## config.mk

```make
export PLATFORM = sky130hd
export DESIGN_NAME = idle_shutdown_timer
export DESIGN_NICKNAME = d
export VERILOG_FILES = /design/src/rtl/idle_pkg.sv /design/src/rtl/switch_sync.sv /design/src/rtl/activity_detect.sv /design/src/rtl/idle_counter.sv /design/src/rtl/idle_shutdown_timer.sv
export SDC_FILE = /design/constraint.sdc
export NUM_CORES = 1
export LEC_CHECK = 0
export BUFFER_PORTS_ARGS = -buffer_cell sky130_fd_sc_hd__buf_2
export CORE_AREA = 2 2 56 71
export DETAILED_ROUTE_END_ITERATION = 10
export DIE_AREA = 0 0 58 73
export PLACE_DENSITY = 0.68
export SKIP_LAST_GASP = 1
export SYNTH_ARGS = -nofsm -noshare
export SYNTH_HDL_FRONTEND = slang
export SYNTH_SLANG_ARGS = --single-unit
export TNS_END_PERCENT = 50
```

## constraint.sdc

```tcl
create_clock -name clk -period 2.65 [get_ports clk]
set_clock_uncertainty 0.15 [all_clocks]
set_input_delay 0.265 -clock clk [delete_from_list [all_inputs] [get_ports clk]]
set_output_delay 0.265 -clock clk [all_outputs]
set_load 0.01 [all_outputs]
```

## src/rtl/idle_pkg.sv

```systemverilog
package idle_pkg;

    typedef enum logic [1:0] {
        ST_HOLD  = 2'd0,
        ST_COUNT = 2'd1,
        ST_OFF   = 2'd2
    } idle_state_e;

endpackage

```

## src/rtl/switch_sync.sv

```systemverilog
module switch_sync #(
    parameter int unsigned SW_W        = 4,
    parameter int unsigned SYNC_STAGES = 2
) (
    input  logic            clk,
    input  logic            rst_n,
    input  logic [SW_W-1:0] sw_async,
    output logic [SW_W-1:0] sw_sync
);

    logic [SW_W-1:0] stage_q [SYNC_STAGES];

    generate
        for (genvar s = 0; s < SYNC_STAGES; s++) begin : g_stage
            if (s == 0) begin : g_first
                always_ff @(posedge clk or negedge rst_n) begin
                    if (!rst_n) stage_q[0] <= '0;
                    else        stage_q[0] <= sw_async;
                end
            end else begin : g_next
                always_ff @(posedge clk or negedge rst_n) begin
                    if (!rst_n) stage_q[s] <= '0;
                    else        stage_q[s] <= stage_q[s-1];
                end

                // Each stage follows its predecessor by exactly one edge
                assert_stage_shift_R6: assert property (@(posedge clk) disable iff (!rst_n)
                    stage_q[s] == $past(stage_q[s-1]));
            end
        end
    endgenerate

    assign sw_sync = stage_q[SYNC_STAGES-1];

    // Marks that the previous edge was taken out of reset
    logic past_ok_q;
    always_ff @(posedge clk or negedge rst_n) begin
        if (!rst_n) past_ok_q <= 1'b0;
        else        past_ok_q <= 1'b1;
    end

    // The first stage captures the raw switch level of the previous edge
    assert_first_capture_R6: assert property (@(posedge clk) disable iff (!rst_n)
        past_ok_q |-> stage_q[0] == $past(sw_async));

endmodule

```

## src/rtl/activity_detect.sv

```systemverilog
module activity_detect #(
    parameter int unsigned SW_W = 4
) (
    input  logic [SW_W-1:0] sw_sync,
    input  logic            app_act_n,
    output logic            retrig
);

    always_comb begin
        retrig = !app_act_n;
        for (int b = 0; b < SW_W; b++) begin
            retrig = retrig | sw_sync[b];
        end
    end

endmodule

```

## src/rtl/idle_counter.sv

```systemverilog
module idle_counter #(
    parameter int unsigned     CNT_W    = 26,
    parameter logic [CNT_W-1:0] LAST_CNT = '1
) (
    input  logic             clk,
    input  logic             rst_n,
    input  logic             clr,
    input  logic             inc,
    output logic [CNT_W-1:0] cnt_q,
    output logic             at_last
);

    always_ff @(posedge clk or negedge rst_n) begin
        if (!rst_n)   cnt_q <= '0;
        else if (clr) cnt_q <= '0;
        else if (inc) cnt_q <= cnt_q + 1'b1;
    end

    assign at_last = (cnt_q == LAST_CNT);

endmodule

```

## src/rtl/idle_shutdown_timer.sv

```systemverilog
module idle_shutdown_timer
    import idle_pkg::*;
#(
    parameter int unsigned TIMEOUT_CYCLES = 44_000_000,
    parameter int unsigned SW_W           = 4,
    parameter int unsigned SYNC_STAGES    = 2
) (
    input  logic            clk,
    input  logic            rst_n,
    input  logic [SW_W-1:0] sw_in,
    input  logic            app_act_n,
    output logic            pwr_off
);

    localparam int unsigned      CNT_W    = (TIMEOUT_CYCLES > 2) ? $clog2(TIMEOUT_CYCLES) : 1;
    localparam logic [CNT_W-1:0] LAST_CNT = CNT_W'(TIMEOUT_CYCLES - 1);

    logic [SW_W-1:0]  sw_sync;
    logic             retrig;
    logic             cnt_clr;
    logic             cnt_inc;
    logic [CNT_W-1:0] cnt_q;
    logic             at_last;
    idle_state_e      state_q;
    idle_state_e      state_d;

    switch_sync #(
        .SW_W        (SW_W),
        .SYNC_STAGES (SYNC_STAGES)
    ) u_sync (
        .clk      (clk),
        .rst_n    (rst_n),
        .sw_async (sw_in),
        .sw_sync  (sw_sync)
    );

    activity_detect #(
        .SW_W (SW_W)
    ) u_detect (
        .sw_sync   (sw_sync),
        .app_act_n (app_act_n),
        .retrig    (retrig)
    );

    idle_counter #(
        .CNT_W    (CNT_W),
        .LAST_CNT (LAST_CNT)
    ) u_count (
        .clk     (clk),
        .rst_n   (rst_n),
        .clr     (cnt_clr),
        .inc     (cnt_inc),
        .cnt_q   (cnt_q),
        .at_last (at_last)
    );

    // State register
    always_ff @(posedge clk or negedge rst_n) begin
        if (!rst_n) state_q <= ST_HOLD;
        else        state_q <= state_d;
    end

    // Next state: retrigger, advance, expire, latch
    always_comb begin
        state_d = state_q;
        if (retrig) begin
            state_d = ST_HOLD;
        end else begin
            unique case (state_q)
                ST_HOLD, ST_COUNT: state_d = at_last ? ST_OFF : ST_COUNT;
                ST_OFF:            state_d = ST_OFF;
                default:           state_d = ST_HOLD;
            endcase
        end
    end

    // Outputs and counter control
    always_comb begin
        cnt_clr = retrig;
        cnt_inc = 1'b0;
        pwr_off = 1'b0;
        unique case (state_q)
            ST_HOLD, ST_COUNT: cnt_inc = !retrig && !at_last;
            ST_OFF:            pwr_off = 1'b1;
            default:           pwr_off = 1'b0;
        endcase
    end

    // activity at an edge forces the supply back on
    assert_retrig_on_R5: assert property (@(posedge clk) disable iff (!rst_n)
        retrig |=> !pwr_off);

    // without activity the off state is kept
    assert_off_latch_R4: assert property (@(posedge clk) disable iff (!rst_n)
        (pwr_off && !retrig) |=> pwr_off);

    // the counter does not move while latched off
    assert_off_frozen_R4: assert property (@(posedge clk) disable iff (!rst_n)
        (state_q == ST_OFF && !retrig) |=> $stable(cnt_q));

    // the output only rises from the terminal count
    assert_rise_at_terminal_R3: assert property (@(posedge clk) disable iff (!rst_n)
        $rose(pwr_off) |-> $past(at_last));

endmodule

```

# Yosys cells after proc, flatten, opt, wreduce, memory -nomap -nowiden
# Index checks and enable logic that the tools add are counted.
# totals
ff_bits	36
input_bits	7
output_inout_bits	1
# op_classes
addsub	1
eq_ne	3
muxes	7
bitwise	4
n_reduce_logical	7
# op_table
op	count
$mux W26	2
$add A26 B1 Y26 const B	1
$eq A26 B26 Y1 const B	1
$mux W2	2
$or A1 B1 Y1	4
$pmux W2 S2	1
$logic_not A1 Y1	3
$eq A2 B1 Y1 const B	1
$eq A2 B2 Y1 const B	1
$logic_not A2 Y1	1
$mux W1	2
$reduce_bool A2 Y1	1
$reduce_or A2 Y1	1
$logic_and A1 B1 Y1	1

# Depth between registers and ports, before layout
# Gate-level depths: netlist of the first run.
# logic_depth
ltp_word	10
ltp_mapped	8
depth_no_buf	6

# By module
# A second synthesis of the first run with hierarchy kept.
# hier_totals
cells_unflattened	172
area_unflattened_um2	1780.5
# by_module_without_submodules
module	n_inst	cells_per_inst	area_per_inst_um2	seq_area_each_um2
idle_counter	1	151	1451.4	650.6
switch_sync	1	12	230.2	200.2
idle_shutdown_timer	1	7	85.1	50.0
activity_detect	1	2	13.8	0.0

# Worst setup path before layout of the first run
# OpenSTA, ideal clock, no wires.
# synth_path
path_kind	register -> register
start	register u_count.cnt_q[0]
end	register u_count.cnt_q[12]
setup_time_ns	0.069
arrival_ns	1.715
slack_ns	0.716
stages_incl_launch_ff	8
period_less_slack_ns	1.934
path_cell_list	dfrtp_1 -> ha_1 -> and3_1 -> nand4_1 -> o21ai_2 -> buf_4 -> or4_1 -> nand2_1
# synth_via
elab_chain_len	5
# synth_lines
element	line_no	rtl
start, declared	idle_counter.sv:9	output logic [CNT_W-1:0] cnt_q,
start signal, assigned	idle_counter.sv:16	else if (inc) cnt_q <= cnt_q + 1'b1;
parallel branches: the longest is 5 deep, another holds $add A26 B1 Y26	n/a	
# Parallel ways; which one is timed is not known. The select of a mux whose other input is x is not followed.
# A chain may end at the register's enable or synchronous reset.

# Worst setup path in the final report of the first run
# layout_path
start	register u_count.cnt_q[0]
end	register u_count.cnt_q[7]
# Same word-level chain as after synthesis.

==> flow_summary.json, run 1 <==
{
  "initial_core_util": 0.494,
  "via_count": 1454,
  "cp-start-kind": "flip-flop",
  "clock_latency_ns": 0.29,
  "maxCapViolCount": 0,
  "grt_use_total": 0.211,
  "ys_ff_latch": 36,
  "dieArea_um2": 4230,
  "fmax_mhz": 442,
  "run_status": "finished clean",
  "grt_pass1_wl_um": 6760,
  "most-common-layout-cells": "dfrtp_1 (36), nor2_1 (16), nand2_1 (15)",
  "switching_share": 0.232,
  "rsz0062_at_grt": "false",
  "grt_overflow": 0,
  "synth_top_cell_area_share": 0.502,
  "path_max_fanout": 24,
  "numCtsBuffers": 5,
  "p_comb_frac": 0.025,
  "critical_path_buf_inv_count": 1,
  "pre_cts_ws_ns": 0.388,
  "crit_type": "flip-flop to flip-flop",
  "cts_max_path_buffers": 2,
  "hold_start": "u_sync.stage_q[5]",
  "die_height_um": 73,
  "power_density_nw_per_um2": 490,
  "cts_root_buffer": "clkbuf_8",
  "grt_pass1_vias": 1472,
  "drc": 0,
  "vias_per_cell": 6.21,
  "slew_violations": 0,
  "fill_cells": 326,
  "hold_violations": 0,
  "total_power_uw": 979,
  "dr.pass1.iters": 5,
  "setup_violations": 0,
  "pin_count": 8,
  "drive_gt1_frac": 0.129,
  "hold_buffers": 5,
  "worstPathRequired_ns": 2.71,
  "synth_flop_cell": "dfrtp_1",
  "post_cts.repair.setup_buffers": 0,
  "grt_max_degree": 37,
  "avgSynthCellArea_um2": 10.0,
  "route.antenna.remaining_nets": 0,
  "synth-edff-count": 0,
  "slowest_stage": "or4_1",
  "crit_start": "u_count.cnt_q[0]",
  "synthArstFlopShare": 1.00,
  "rows": 25,
  "p_clk_frac": 0.404,
  "ir_worst_vdd_v": 0.000394,
  "hpwl_um": 2550,
  "end_kind": "flip-flop",
  "p_seq_frac": 0.570,
  "finalSetupTns_ns": 0,
  "cpPeakStageDelay_ns": 0.51,
  "regToRegStartpoint": "u_count.cnt_q[0]",
  "synthesis.area_um2": 1790,
  "clk_pin_slew_ns": 0.08,
  "seq_area_um2": 901,
  "path_cells": "ha_1, and3_1, nand4_1, o21ai_2, buf_4, or4_1, a21oi_1",
  "leakagePower_uw": 0.000763,
  "yosysTopAreaCell": "dfrtp_1",
  "syn_nets": 187,
  "post-route-period-util": 0.854,
  "ys_seq_area_frac": 0.502,
  "synth_area_leaders": "dfrtp_1 (50%), xnor2_1 (4.4%), nor4_1 (3.8%)",
  "p_int_uw": 751,
  "min_path_type": "flip-flop to flip-flop",
  "syn_to_final_growth_pct": 11.4,
  "post-route-min-period_ns": 2.26,
  "die_w_um": 58,
  "detail_route.iter0.violations": 65,
  "h-tree-depth": 2,
  "worst_pin_slew_ns": 0.783,
  "switching_power_uw": 227,
  "ys_types": 37,
  "cts.sinks": 36,
  "antennaDiodeCount": 0,
  "core_um2": 3630,
  "drt-total-wl_um": 3850,
  "final_nets": 201,
  "wl_per_cell_um": 16.4,
  "multi_input_area_um2": 835,
  "cts-resized-gates": 0,
  "cp_top_family": "simple AND/OR/NAND/NOR gates",
  "io_buffers": 7,
  "cts_tree": "done",
  "gp_congestion": 0.852,
  "cp.arrival_ns": 2.32,
  "fin_ws_ns": 0.388,
  "antenna_found_initial": 0,
  "yosys_warnings": 0,
  "final_common_cell": "dfrtp_1",
  "netlist_instances": 179,
  "max_slew_margin": 0.478
}
-- per-stage QoR --
stage	area [µm²]	util	hold WS, ns	instances
floorplan	1790	-	-0.181	179
global placement	1850	0.511	0.183	221
detailed placement	1850	0.511	0.189	221
CTS	2000	0.550	0.208	234
global route	2000	0.550	0.212	234
finish	2000	0.550	0.202	234
-- power by group through the flow --
stage	logic, µW	registers [µW]	clock network [µW]
2_1_floorplan	3.57	568	0
3_3_place_gp	19.6	568	0
3_5_place_dp	20.5	569	0
4_1_cts	26.1	558	413
5_1_grt	28.7	558	434
6_report	24.9	558	396
-- final cells by class --
| cell class | instances | area share |
|---|---|---|
| clock buffers | 5 | 0.0345 |
| clock inverters | 3 | 0.0119 |
| inverters | 3 | 0.00564 |
| multi-input cells | 132 | 0.418 |
| flip-flops and latches | 36 | 0.451 |
| well taps | 40 | 0.0251 |
| repair buffers | 15 | 0.0539 |
-- path summary, 6_finish.rpt --
check,endpoint,slack [ns],depth (start not counted)
max,u_count.cnt_q[7],0.39,7
min,u_sync.sw_sync[1],0.20,0
max reg2reg,u_count.cnt_q[7],0.39,7
min reg2reg,u_sync.sw_sync[1],0.20,0
max in group asynchronous,u_count.cnt_q[17],1.40,2
min in group asynchronous,u_count.cnt_q[2],0.43,2
-- registers in the layout (all words and copies together) (netlist names) --
signal and cells:
u_sync.stage_q 4, u_sync.sw_sync 4, state_q 2, u_count.cnt_q 26
-- cell usage after synthesis (all sizes together), types with 2 or more instances --
library cell and n:
nand3 10, nand2 16, nand2b 3, o211ai 4
buf 4, or3 5, o21ai 6, a21oi 11
xor2 2, or4 9, nor2 16, clkbuf 4
and4 3, o31ai 5, nand4 7, dfrtp 36
xnor2 9, and2 4, inv 3, nor4b 3
nor4 12
-- per-layer routing --
metal,vias to the layer above,global-route usage,part of all wire
met2,38,0.357,0.51
li1,688,-,-
met4,0,0.0879,0.016
met5,-,0,0
met3,7,0.0479,0.046
met1,721,0.258,0.43
-- logic make-up after synthesis --
group                    after synthesis  synth area share
AND/OR/NAND/NOR                       92             0.307
flip-flops                            36             0.502
AO/OA/AOI/OAI                         27            0.0921
XOR/XNOR                              11            0.0537
buffers and inverters                 11            0.0321
multiplexers                           1           0.00558
adder cells (fa/ha/maj)                1           0.00698
No activity file was read; power rests on OpenSTA's default activity.
==> inputs of run 2 (changes only) <==
- CORE_AREA: 2 2 56 71 -> 2 2 55 70
- DIE_AREA: 0 0 58 73 -> 0 0 57 72
- PLACE_DENSITY: 0.68 -> 0.7
- SYNTH_HIERARCHICAL: not set -> 1
==> run 2 against run 1 <==
Against the previous run: sequential cell count is the same; critical endpoint is now u_count/cnt_q[22]; largest cell class unchanged; design area rose by 2.9%; first-iteration DRC count is 11% lower; core utilization rose by 5.0 points; setup slack got worse by 0.22 ns.
==> flow_summary.json, run 2 <==
{
  "run_status": "finished clean",
  "numCtsBuffers": 5,
  "ys_types": 39,
  "power_density_nw_per_um2": 476,
  "syn_nets": 180,
  "core_um2": 3420,
  "leakagePower_uw": 0.000798,
  "die_w_um": 57,
  "top_register": "u_count/cnt_q",
  "antenna_found_initial": 0,
  "yosys_warnings": 6,
  "worstPathRequired_ns": 2.73,
  "ir_worst_vdd_v": 0.000478,
  "fin_ws_ns": 0.171,
  "synthArstFlopShare": 1.00,
  "hpwl_um": 2330,
  "io_buffers": 7,
  "synthesis.area_um2": 1780,
  "drc": 0,
  "max_slew_margin": 0.481,
  "slew_violations": 0,
  "drive_gt1_frac": 0.219,
  "setup_violations": 0,
  "crit_start": "u_count/cnt_q[0]",
  "vias_per_cell": 6.16,
  "grt_overflow": 0,
  "endpoint": "u_count/cnt_q[22]",
  "yosysMostFrequentCell": "dfrtp_1",
  "ys_seq_area_frac": 0.506,
  "grt_pass1_wl_um": 6290,
  "cp.arrival_ns": 2.56,
  "postLayoutCoreUtil": 0.601,
  "avgSynthCellArea_um2": 10.4,
  "ys_ff_latch": 36,
  "dr.pass1.iters": 4,
  "most-common-layout-cells": "dfrtp_1 (36), a21oi_1 (14), buf_4 (12)",
  "cts_max_path_buffers": 2,
  "crit_type": "flip-flop to flip-flop",
  "hold_violations": 0,
  "via_count": 1424,
  "total_power_uw": 979,
  "dieArea_um2": 4100,
  "yosysTopAreaCell": "dfrtp_1",
  "post-route-min-period_ns": 2.48,
  "pre_cts_ws_ns": 0.0503,
  "synth_flop_cell": "dfrtp_1",
  "min_path_type": "flip-flop to flip-flop",
  "pin_count": 8,
  "maxCapViolCount": 0,
  "cts_root_buffer": "clkbuf_8",
  "fill_cells": 293,
  "largest_register_ffs": 26,
  "grt_pass1_vias": 1425,
  "cts.sinks": 36,
  "final_nets": 199,
  "post-route-period-util": 0.935,
  "end_kind": "flip-flop",
  "cts_tree": "done",
  "p_int_uw": 752,
  "netlist_instances": 172,
  "die_height_um": 72,
  "grt_max_degree": 37,
  "final_common_cell": "dfrtp_1",
  "syn_to_final_growth_pct": 15.5,
  "gp_congestion": 0.840,
  "fmax_mhz": 403,
  "finalSetupTns_ns": 0,
  "initial_core_util": 0.520,
  "switching_power_uw": 227,
  "h-tree-depth": 2,
  "clk_pin_slew_ns": 0.08,
  "grt_use_total": 0.197,
  "regToRegStartpoint": "u_count/cnt_q[0]",
  "switching_share": 0.232,
  "worst_pin_slew_ns": 0.779,
  "ys_top_cells_by_count": "dfrtp_1 (36), a21oi_1 (14), nand3_1 (12), nor2_1 (11), nand2_1 (10)",
  "dp.cells": 212,
  "synth-edff-count": 0,
  "synth_top_cell_area_share": 0.506,
  "drt-total-wl_um": 3630,
  "synth_area_leaders": "dfrtp_1 (51%), a21oi_1 (3.9%), o31ai_1 (3.8%)",
  "antennaDiodeCount": 0,
  "p_seq_frac": 0.569,
  "cp-start-kind": "flip-flop",
  "wl_per_cell_um": 15.7,
  "rsz0062_at_grt": "false",
  "p_comb_frac": 0.027,
  "rows": 24,
  "clock_latency_ns": 0.30,
  "finalNonFillerCells": 231,
  "reg2reg_setup_slack_ns": 0.17,
  "route.antenna.remaining_nets": 0,
  "path_max_fanout": 7,
  "r2r_cells": 9,
  "r2r_end": "u_count/cnt_q[22]",
  "detail_route.iter0.violations": 58,
  "p_clk_frac": 0.404
}
## run 2: power groups by stage
stage / Sequential [µW] / Combinational [µW] / Clock [µW]
global route: 557 / 30.2 / 427
detailed placement: 568 / 20.6 / 0
finish: 557 / 26.4 / 396
global placement: 567 / 19.7 / 0
CTS: 557 / 26.4 / 409
floorplan: 567 / 8.87 / 0
## run 2: cell type report
cell class	count	area [µm²]	share of cell area
clock inverters	3	23.8	0.0116
flip-flops and latches	36	901	0.438
clock buffers	5	68.8	0.0335
repair buffers	25	186	0.0907
multi-input cells	120	816	0.397
inverters	3	11.3	0.00548
well taps	39	48.8	0.0237
## run 2: cells by family after synthesis
logic type / Yosys count / synth area share
and+or+nand+nor: 74 / 0.238
muxes: 1 / 0.00562
DFF: 36 / 0.506
adders and majority gates: 1 / 0.00703
AOI/OAI and AO/OA: 34 / 0.138
xor gates and xnor gates: 10 / 0.0492
buffers and inverters: 16 / 0.0562
## run 2: repair_timing
action                                  in CTS  in global routing
resized for setup                            0                  8
hold buffers                                 5                  0
endpoints found under the setup margin       0                 13
hold endpoints to repair                    40                  0
buffers inserted                             0                  6
## run 2: critical path, cell delays in order, from the launching register on
cell,delay (ns)
dfrtp_1,0.41
ha_1,0.23
and2_2,0.23
nand3_1,0.10
nor3_2,0.06
nor3_2,0.15
buf_4,0.18
o2111ai_4,0.21
or4_1,0.55
a21oi_1,0.15
## run 2: how the worst min path moves through the flow
stage                 startpoint           endpoint  slack, ns  cells after the start
2_1_floorplan              rst_n         state_q[0]      -0.18                      0
3_3_place_gp   u_sync/stage_q[7]  u_sync/sw_sync[3]       0.18                      0
3_5_place_dp   u_sync/stage_q[6]  u_sync/sw_sync[2]       0.19                      0
4_1_cts        u_sync/stage_q[7]  u_sync/sw_sync[3]       0.20                      0
5_1_grt        u_sync/stage_q[6]  u_sync/sw_sync[2]       0.21                      0
6_report       u_sync/stage_q[6]  u_sync/sw_sync[2]       0.20                      0
## run 2: metrics by stage
step	instance area (µm²)	hold WS (ns)
after detailed placement	1840	0.186
after global routing	2060	0.208
after CTS	1980	0.205
after global placement	1840	0.181
after floorplan	1790	-0.181
final	2060	0.200
## run 2: metal layers
metal / up-vias / track usage / share of wire
met2: 38 / 0.341 / 0.53
met5: - / 0 / 0
met1: 707 / 0.230 / 0.41
met3: 7 / 0.0481 / 0.043
met4: 0 / 0.0853 / 0.018
li1: 672 / - / -
